==> config.mk <==
export PLATFORM = sky130hd
export DESIGN_NAME = reload_pwm_timer
export DESIGN_NICKNAME = d
export VERILOG_FILES = /design/src/rtl/rpt_pkg.sv /design/src/rtl/rpt_ctrl.sv /design/src/rtl/rpt_datapath.sv /design/src/rtl/reload_pwm_timer.sv
export SDC_FILE = /design/constraint.sdc
export NUM_CORES = 1
export LEC_CHECK = 0
export CAP_MARGIN = 0
export CELL_PAD_IN_SITES_DETAIL_PLACEMENT = 1
export CELL_PAD_IN_SITES_GLOBAL_PLACEMENT = 2
export CORE_MARGIN = 2
export CORE_UTILIZATION = 37
export DETAILED_ROUTE_END_ITERATION = 10
export PLACE_DENSITY = 0.77
export SLEW_MARGIN = 20
export SYNTH_ARGS = -nofsm -noshare
export SYNTH_HDL_FRONTEND = slang
export SYNTH_SLANG_ARGS = --single-unit
==> constraint.sdc <==
create_clock -name clk -period 4.3 [get_ports clk]
set_clock_uncertainty 0.1 [all_clocks]
set_input_delay 1.29 -clock clk [delete_from_list [all_inputs] [get_ports clk]]
set_output_delay 1.29 -clock clk [all_outputs]
set_load 0.05 [all_outputs]
==> src/rtl/rpt_pkg.sv <==
package rpt_pkg;

  // Register map
  typedef enum logic [1:0] {
    ADDR_LOAD  = 2'd0,
    ADDR_MATCH = 2'd1,
    ADDR_COUNT = 2'd2,
    ADDR_CTRL  = 2'd3
  } reg_addr_e;

  // Trigger selection: bit 0 enables overflow toggles, bit 1 compare toggles
  typedef enum logic [1:0] {
    TRIG_NONE  = 2'd0,
    TRIG_OVF   = 2'd1,
    TRIG_MATCH = 2'd2,
    TRIG_BOTH  = 2'd3
  } trig_e;

  // Control word layout
  localparam int PSC_SEL_W  = 3;
  localparam int CTL_RUN    = 0;
  localparam int CTL_RELOAD = 1;
  localparam int CTL_CMP    = 2;
  localparam int CTL_INV    = 3;
  localparam int CTL_TRIG   = 4;   // two bits
  localparam int CTL_PSC_EN = 6;
  localparam int CTL_PSC    = 7;   // PSC_SEL_W bits
  localparam int CTRL_W     = CTL_PSC + PSC_SEL_W;

  // Strobes and mode bits from control to datapath
  typedef struct packed {
    logic tick;
    logic cntWr;
    logic autoReload;
    logic cmpEn;
    logic ovfTog;
    logic matchTog;
    logic running;
  } dp_ctrl_t;

endpackage

==> src/rtl/rpt_ctrl.sv <==
module rpt_ctrl
  import rpt_pkg::*;
#(
  parameter int CNT_W = 32
) (
  input  logic                     clk,
  input  logic                     rstN,
  input  logic                     clkEn,
  input  logic                     wrEn,
  input  logic [1:0]               wrAddr,
  input  logic [CNT_W-1:0]         wrData,
  output logic [CNT_W-1:0]         loadVal,
  output logic [CNT_W-1:0]         matchVal,
  output logic [CTRL_W-1:0]        ctrlWord,
  output logic                     invert,
  output dp_ctrl_t                 strobe
);

  localparam int PSC_CNT_W = 2 ** PSC_SEL_W;

  logic                 runQ;
  logic                 reloadQ;
  logic                 cmpQ;
  logic                 invQ;
  trig_e                trigQ;
  logic                 pscEnQ;
  logic [PSC_SEL_W-1:0] pscSelQ;
  logic [PSC_CNT_W-1:0] pscCnt;
  logic [PSC_CNT_W:0]   divFull;
  logic [PSC_CNT_W-1:0] pscLimit;
  logic                 pscWrap;
  logic                 prescTick;
  logic                 ctrlWr;

  assign ctrlWr = wrEn && (reg_addr_e'(wrAddr) == ADDR_CTRL);

  always_ff @(posedge clk or negedge rstN) begin
    if (!rstN) begin
      loadVal  <= '0;
      matchVal <= '0;
      runQ     <= 1'b0;
      reloadQ  <= 1'b0;
      cmpQ     <= 1'b0;
      invQ     <= 1'b0;
      trigQ    <= TRIG_NONE;
      pscEnQ   <= 1'b0;
      pscSelQ  <= '0;
    end else if (wrEn) begin
      case (reg_addr_e'(wrAddr))
        ADDR_LOAD:  loadVal  <= wrData;
        ADDR_MATCH: matchVal <= wrData;
        ADDR_CTRL: begin
          runQ    <= wrData[CTL_RUN];
          reloadQ <= wrData[CTL_RELOAD];
          cmpQ    <= wrData[CTL_CMP];
          invQ    <= wrData[CTL_INV];
          trigQ   <= trig_e'(wrData[CTL_TRIG +: 2]);
          pscEnQ  <= wrData[CTL_PSC_EN];
          pscSelQ <= wrData[CTL_PSC +: PSC_SEL_W];
        end
        default: ;
      endcase
    end
  end

  // Divide ratio 2^(sel+1); limit is ratio-1 (wraps to all-ones at the top)
  always_comb begin
    divFull  = (PSC_CNT_W+1)'(1) << ({1'b0, pscSelQ} + 1'b1);
    pscLimit = divFull[PSC_CNT_W-1:0] - 1'b1;
  end

  assign pscWrap   = (pscCnt == pscLimit);
  assign prescTick = pscEnQ ? pscWrap : 1'b1;

  always_ff @(posedge clk or negedge rstN) begin
    if (!rstN) begin
      pscCnt <= '0;
    end else if (!runQ) begin
      pscCnt <= '0;
    end else if (clkEn) begin
      if (!pscEnQ || pscWrap) pscCnt <= '0;
      else                    pscCnt <= pscCnt + 1'b1;
    end
  end

  always_comb begin
    strobe.tick       = runQ && clkEn && prescTick;
    strobe.cntWr      = wrEn && (reg_addr_e'(wrAddr) == ADDR_COUNT);
    strobe.autoReload = reloadQ;
    strobe.cmpEn      = cmpQ;
    strobe.ovfTog     = trigQ[0];
    strobe.matchTog   = trigQ[1];
    strobe.running    = runQ;
  end

  assign invert   = invQ;
  assign ctrlWord = {pscSelQ, pscEnQ, trigQ, invQ, cmpQ, reloadQ, runQ};

  // every prescaled tick restarts the divider
  p_psc_restart_r9: assert property (@(posedge clk) disable iff (!rstN)
    (strobe.tick && pscEnQ) |=> (pscCnt == '0));

  // a low clock enable freezes the divider while running
  p_clken_hold_r3: assert property (@(posedge clk) disable iff (!rstN)
    (runQ && !clkEn) |=> $stable(pscCnt));

  // a write to the control word is the only way to leave the stopped state
  p_stay_stopped_r2: assert property (@(posedge clk) disable iff (!rstN)
    (!runQ && !ctrlWr) |=> !runQ);

endmodule

==> src/rtl/rpt_datapath.sv <==
module rpt_datapath
  import rpt_pkg::*;
#(
  parameter int CNT_W = 32
) (
  input  logic             clk,
  input  logic             rstN,
  input  dp_ctrl_t         strobe,
  input  logic [CNT_W-1:0] wrData,
  input  logic [CNT_W-1:0] loadVal,
  input  logic [CNT_W-1:0] matchVal,
  output logic [CNT_W-1:0] count,
  output logic             level,
  output logic             ovfEvt
);

  localparam logic [CNT_W-1:0] CNT_MAX = '1;

  logic atTop;
  logic matchEvt;
  logic toggle;

  assign atTop    = (count == CNT_MAX);
  assign ovfEvt   = strobe.tick && atTop;
  assign matchEvt = strobe.tick && strobe.cmpEn && (count == matchVal);
  // Coinciding events cancel; keeps the line sane when compare sits at the top
  assign toggle   = (ovfEvt && strobe.ovfTog) ^ (matchEvt && strobe.matchTog);

  always_ff @(posedge clk or negedge rstN) begin
    if (!rstN) begin
      count <= '0;
    end else if (strobe.cntWr) begin
      count <= wrData;
    end else if (strobe.tick) begin
      if (atTop) count <= strobe.autoReload ? loadVal : '0;
      else       count <= count + 1'b1;
    end
  end

  always_ff @(posedge clk or negedge rstN) begin
    if (!rstN)                level <= 1'b0;
    else if (!strobe.running) level <= 1'b0;
    else if (toggle)          level <= ~level;
  end

  // ordinary tick increments by one
  p_inc_r3: assert property (@(posedge clk) disable iff (!rstN)
    (strobe.tick && !atTop && !strobe.cntWr) |=> (count == $past(count) + 1'b1));

  // no tick and no write leaves the counter untouched
  p_hold_stopped_r2: assert property (@(posedge clk) disable iff (!rstN)
    (!strobe.tick && !strobe.cntWr) |=> $stable(count));

  // overflow with auto-reload lands on the reload value
  p_reload_r4: assert property (@(posedge clk) disable iff (!rstN)
    (ovfEvt && strobe.autoReload && !strobe.cntWr) |=> (count == $past(loadVal)));

  // overflow pulse lasts one clock unless the reload value is the top itself
  p_ovf_single_r4: assert property (@(posedge clk) disable iff (!rstN)
    (ovfEvt && (loadVal != CNT_MAX) && !strobe.cntWr) |=> !ovfEvt);

  // overflow without auto-reload lands on zero
  p_wrap_zero_r5: assert property (@(posedge clk) disable iff (!rstN)
    (ovfEvt && !strobe.autoReload && !strobe.cntWr) |=> (count == '0));

  // with no trigger selected the level never flips while running
  p_no_trig_r8: assert property (@(posedge clk) disable iff (!rstN)
    (strobe.running && !strobe.ovfTog && !strobe.matchTog) |=> (level == $past(level)));

endmodule

==> src/rtl/reload_pwm_timer.sv <==
module reload_pwm_timer
  import rpt_pkg::*;
#(
  parameter int CNT_W = 32
) (
  input  logic             clk,
  input  logic             rstN,
  input  logic             clkEn,
  input  logic             wrEn,
  input  logic [1:0]       wrAddr,
  input  logic [CNT_W-1:0] wrData,
  input  logic [1:0]       rdAddr,
  output logic [CNT_W-1:0] rdData,
  output logic             pwmOut,
  output logic             ovfEvt
);

  dp_ctrl_t          strobe;
  logic [CNT_W-1:0]  loadVal;
  logic [CNT_W-1:0]  matchVal;
  logic [CNT_W-1:0]  count;
  logic [CTRL_W-1:0] ctrlWord;
  logic              invert;
  logic              level;

  rpt_ctrl #(.CNT_W(CNT_W)) u_ctrl (
    .clk      (clk),
    .rstN     (rstN),
    .clkEn    (clkEn),
    .wrEn     (wrEn),
    .wrAddr   (wrAddr),
    .wrData   (wrData),
    .loadVal  (loadVal),
    .matchVal (matchVal),
    .ctrlWord (ctrlWord),
    .invert   (invert),
    .strobe   (strobe)
  );

  rpt_datapath #(.CNT_W(CNT_W)) u_dp (
    .clk      (clk),
    .rstN     (rstN),
    .strobe   (strobe),
    .wrData   (wrData),
    .loadVal  (loadVal),
    .matchVal (matchVal),
    .count    (count),
    .level    (level),
    .ovfEvt   (ovfEvt)
  );

  always_comb begin
    case (reg_addr_e'(rdAddr))
      ADDR_LOAD:  rdData = loadVal;
      ADDR_MATCH: rdData = matchVal;
      ADDR_COUNT: rdData = count;
      default:    rdData = {{(CNT_W-CTRL_W){1'b0}}, ctrlWord};
    endcase
  end

  assign pwmOut = (level && strobe.running) ^ invert;

  // the pin follows the internal level with the selected polarity
  p_polarity_r7: assert property (@(posedge clk) disable iff (!rstN)
    strobe.running |-> (pwmOut == (level ^ invert)));

endmodule

==> results.ini <==
[floorplanning]
start_util=0.377
die_x_um=142
core_area_um2=18700
die_h_um=142
num_rows=50
die_area_um2=20200
ios=74

[job]
cap_violations=0

[cts]
cts.path.max_buffers=2
cts_buffers=17
clock_sinks=115
cts_setup_buffers=0
root_buffer=clkbuf_16
htreeDepth=4
clk_pin_slew_ns=0.06
postCtsHoldBufs=0
tritoncts=yes
clk_latency_ns=0.42

[route]
drtIter0Drc=292
drt_pre_antenna_iters=4
vias=5945
ant_nets=0
routedWlPerCell_um=23.5
vias_per_cell=5.94
routed_wl_um=23500
drc_errors=0

[power]
p_per_area_nw_per_um2=504
max-vdd-ir-drop_mv=0.266
leakage_nw=3.59

[synth]
synthFlopType=dfrtp_1
yosys_warnings=0
synth.distinct_cells=70
syn_avg_cell_area_um2=10.1
synth_cells=697
ys_async_sr_fraction=1.00
syn-num-nets=740
synth_edf_count=0
ys_seq_elements=115
netlist_area_um2=7050
seq_area_frac_synth=0.408

[finish]
layout_commonest_cell=dfrtp_1
utilization=0.482
layout.nets=797
finalNonFillerCells=1001
most-common-layout-cells=dfrtp_1, mux2_2, nand2_1
diodes=0
drive_gt1_frac=0.274
area_delta_synth_final_pct=28.0

[worst_setup_path]
start_kind=input port
cp.required_ns=2.91
path_class=input port to output port
critPathCaptureType=output port
worstPathArrival_ns=2.82
crit_fanout=3

[min_path]
hold_path_class=flop to flop

[global_route]
antenna_found_initial=0
grt_pass1_wl_um=37300
grt_overflow=0
grt_max_degree=59
grt_pass1_vias=6473
grt_use_total=0.244

[place]
place_congestion=0.863
port_buffers=73
dpl.hpwl_um=16200
dp_cells=969
place_ws_ns=-0.0835

[status]
status=complete, no violations

[sta]
setup_tns_ns=0
slew_headroom=0.357
hold_viol_final=0
setup_viol=0
fin_hold_ws_ns=0.424
period_needed_ns=4.21
period_share=0.978
worst_pin_slew_ns=0.964
layout_setup_ws_ns=0.0948
slew_violations=0
max_freq_mhz=238
rsz0062_at_grt=false

[final timing paths]
| path | start | to | slack, ns | depth (start not counted) |
|---|---|---|---|---|
| worst max-delay path | clkEn | ovfEvt | 0.09 | 7 |
| worst min-delay path | u_ctrl.loadVal[19] | u_ctrl.loadVal[19] | 0.42 | 1 |
| worst max register to register | u_ctrl.pscSelQ[2] | u_dp.count[18] | 1.02 | 10 |
| worst min register to register | u_ctrl.loadVal[19] | u_ctrl.loadVal[19] | 0.42 | 1 |
| max in group asynchronous | rstN | u_ctrl.loadVal[25] | 2.46 | 2 |
| min in group asynchronous | rstN | u_ctrl.pscSelQ[0] | 0.84 | 1 |
[through the flow]
stage	area (um^2)	power [mW]
finish	9020	4.55
global route	9020	4.76
global placement	8400	3.05
CTS	9010	4.58
detailed placement	8400	3.10
floorplan	7120	2.46
[synth_stat cells, drive strengths merged, types with 10 or more instances]
cell / n / area [um^2]
a211oi: 11 / 82.6
a31oi: 13 / 81.3
nand3: 25 / 125
o31ai: 10 / 75.1
dfrtp: 115 / 2880
a21oi: 23 / 115
nor4: 13 / 103
nand4: 18 / 119
mux2: 75 / 845
buf: 28 / 158
nor2: 30 / 113
mux2i: 29 / 290
mux4: 10 / 225
and3: 19 / 119
clkbuf: 29 / 111
o21ai: 32 / 160
nand2: 67 / 254
xnor2: 39 / 342
[where the power goes]
group	switching, mW	internal, mW
combinational	0.786	0.705
clock	0.511	0.949
sequential	0.301	1.29
total	1.60	2.95
[cell families after synthesis]
logic type,count (synthesis),share of synthesized area
buf+inv,64,0.0419
mux,114,0.193
compound gates,138,0.133
flops,115,0.408
fa+ha+maj,3,0.00533
other cells,1,0.000532
xor+xnor,43,0.0545
simple gates,219,0.163
[final cells by class]
| cell class | count | area [um^2] |
|---|---|---|
| clock buffers | 21 | 470 |
| clock inverters | 11 | 133 |
| fillers | 2011 | 9680 |
| inverters | 7 | 26.3 |
| multi-input cells | 518 | 3980 |
| flip-flops and latches | 115 | 2880 |
| well taps | 234 | 293 |
| repair buffers | 95 | 1240 |
[routing by layer]
layer,track usage,vias to the layer above,part of all wire
met4,0.0705,0,0.016
met3,0.0437,25,0.048
met5,0,-,0
met1,0.332,3090,0.45
li1,-,2707,-
met2,0.399,123,0.49
[worst max-delay path: stages]
cell and delay, ns:
clkdlybuf4s50_1 0.50, nand2_1 0.10, nor4_2 0.29, buf_4 0.17, a31oi_2 0.14, nor2_4 0.18
buf_12 0.16
[sequential cells by signal, summed over array words and instances (netlist names)]
name,cells
u_ctrl.pscEnQ,1
u_ctrl.runQ,1
u_ctrl.pscSelQ,3
u_ctrl.matchVal,32
u_ctrl.cmpQ,1
u_ctrl.trigQ,2
u_ctrl.loadVal,32
u_dp.level,1
u_ctrl.reloadQ,1
u_ctrl.pscCnt,8
u_dp.count,32
u_ctrl.invert,1
[repair_timing]
item,in CTS,in global routing
pin swaps,0,2
cloned,0,0
endpoints found under the setup margin,1,1
gates resized for setup,2,1
(Power assumes the default switching activity.)
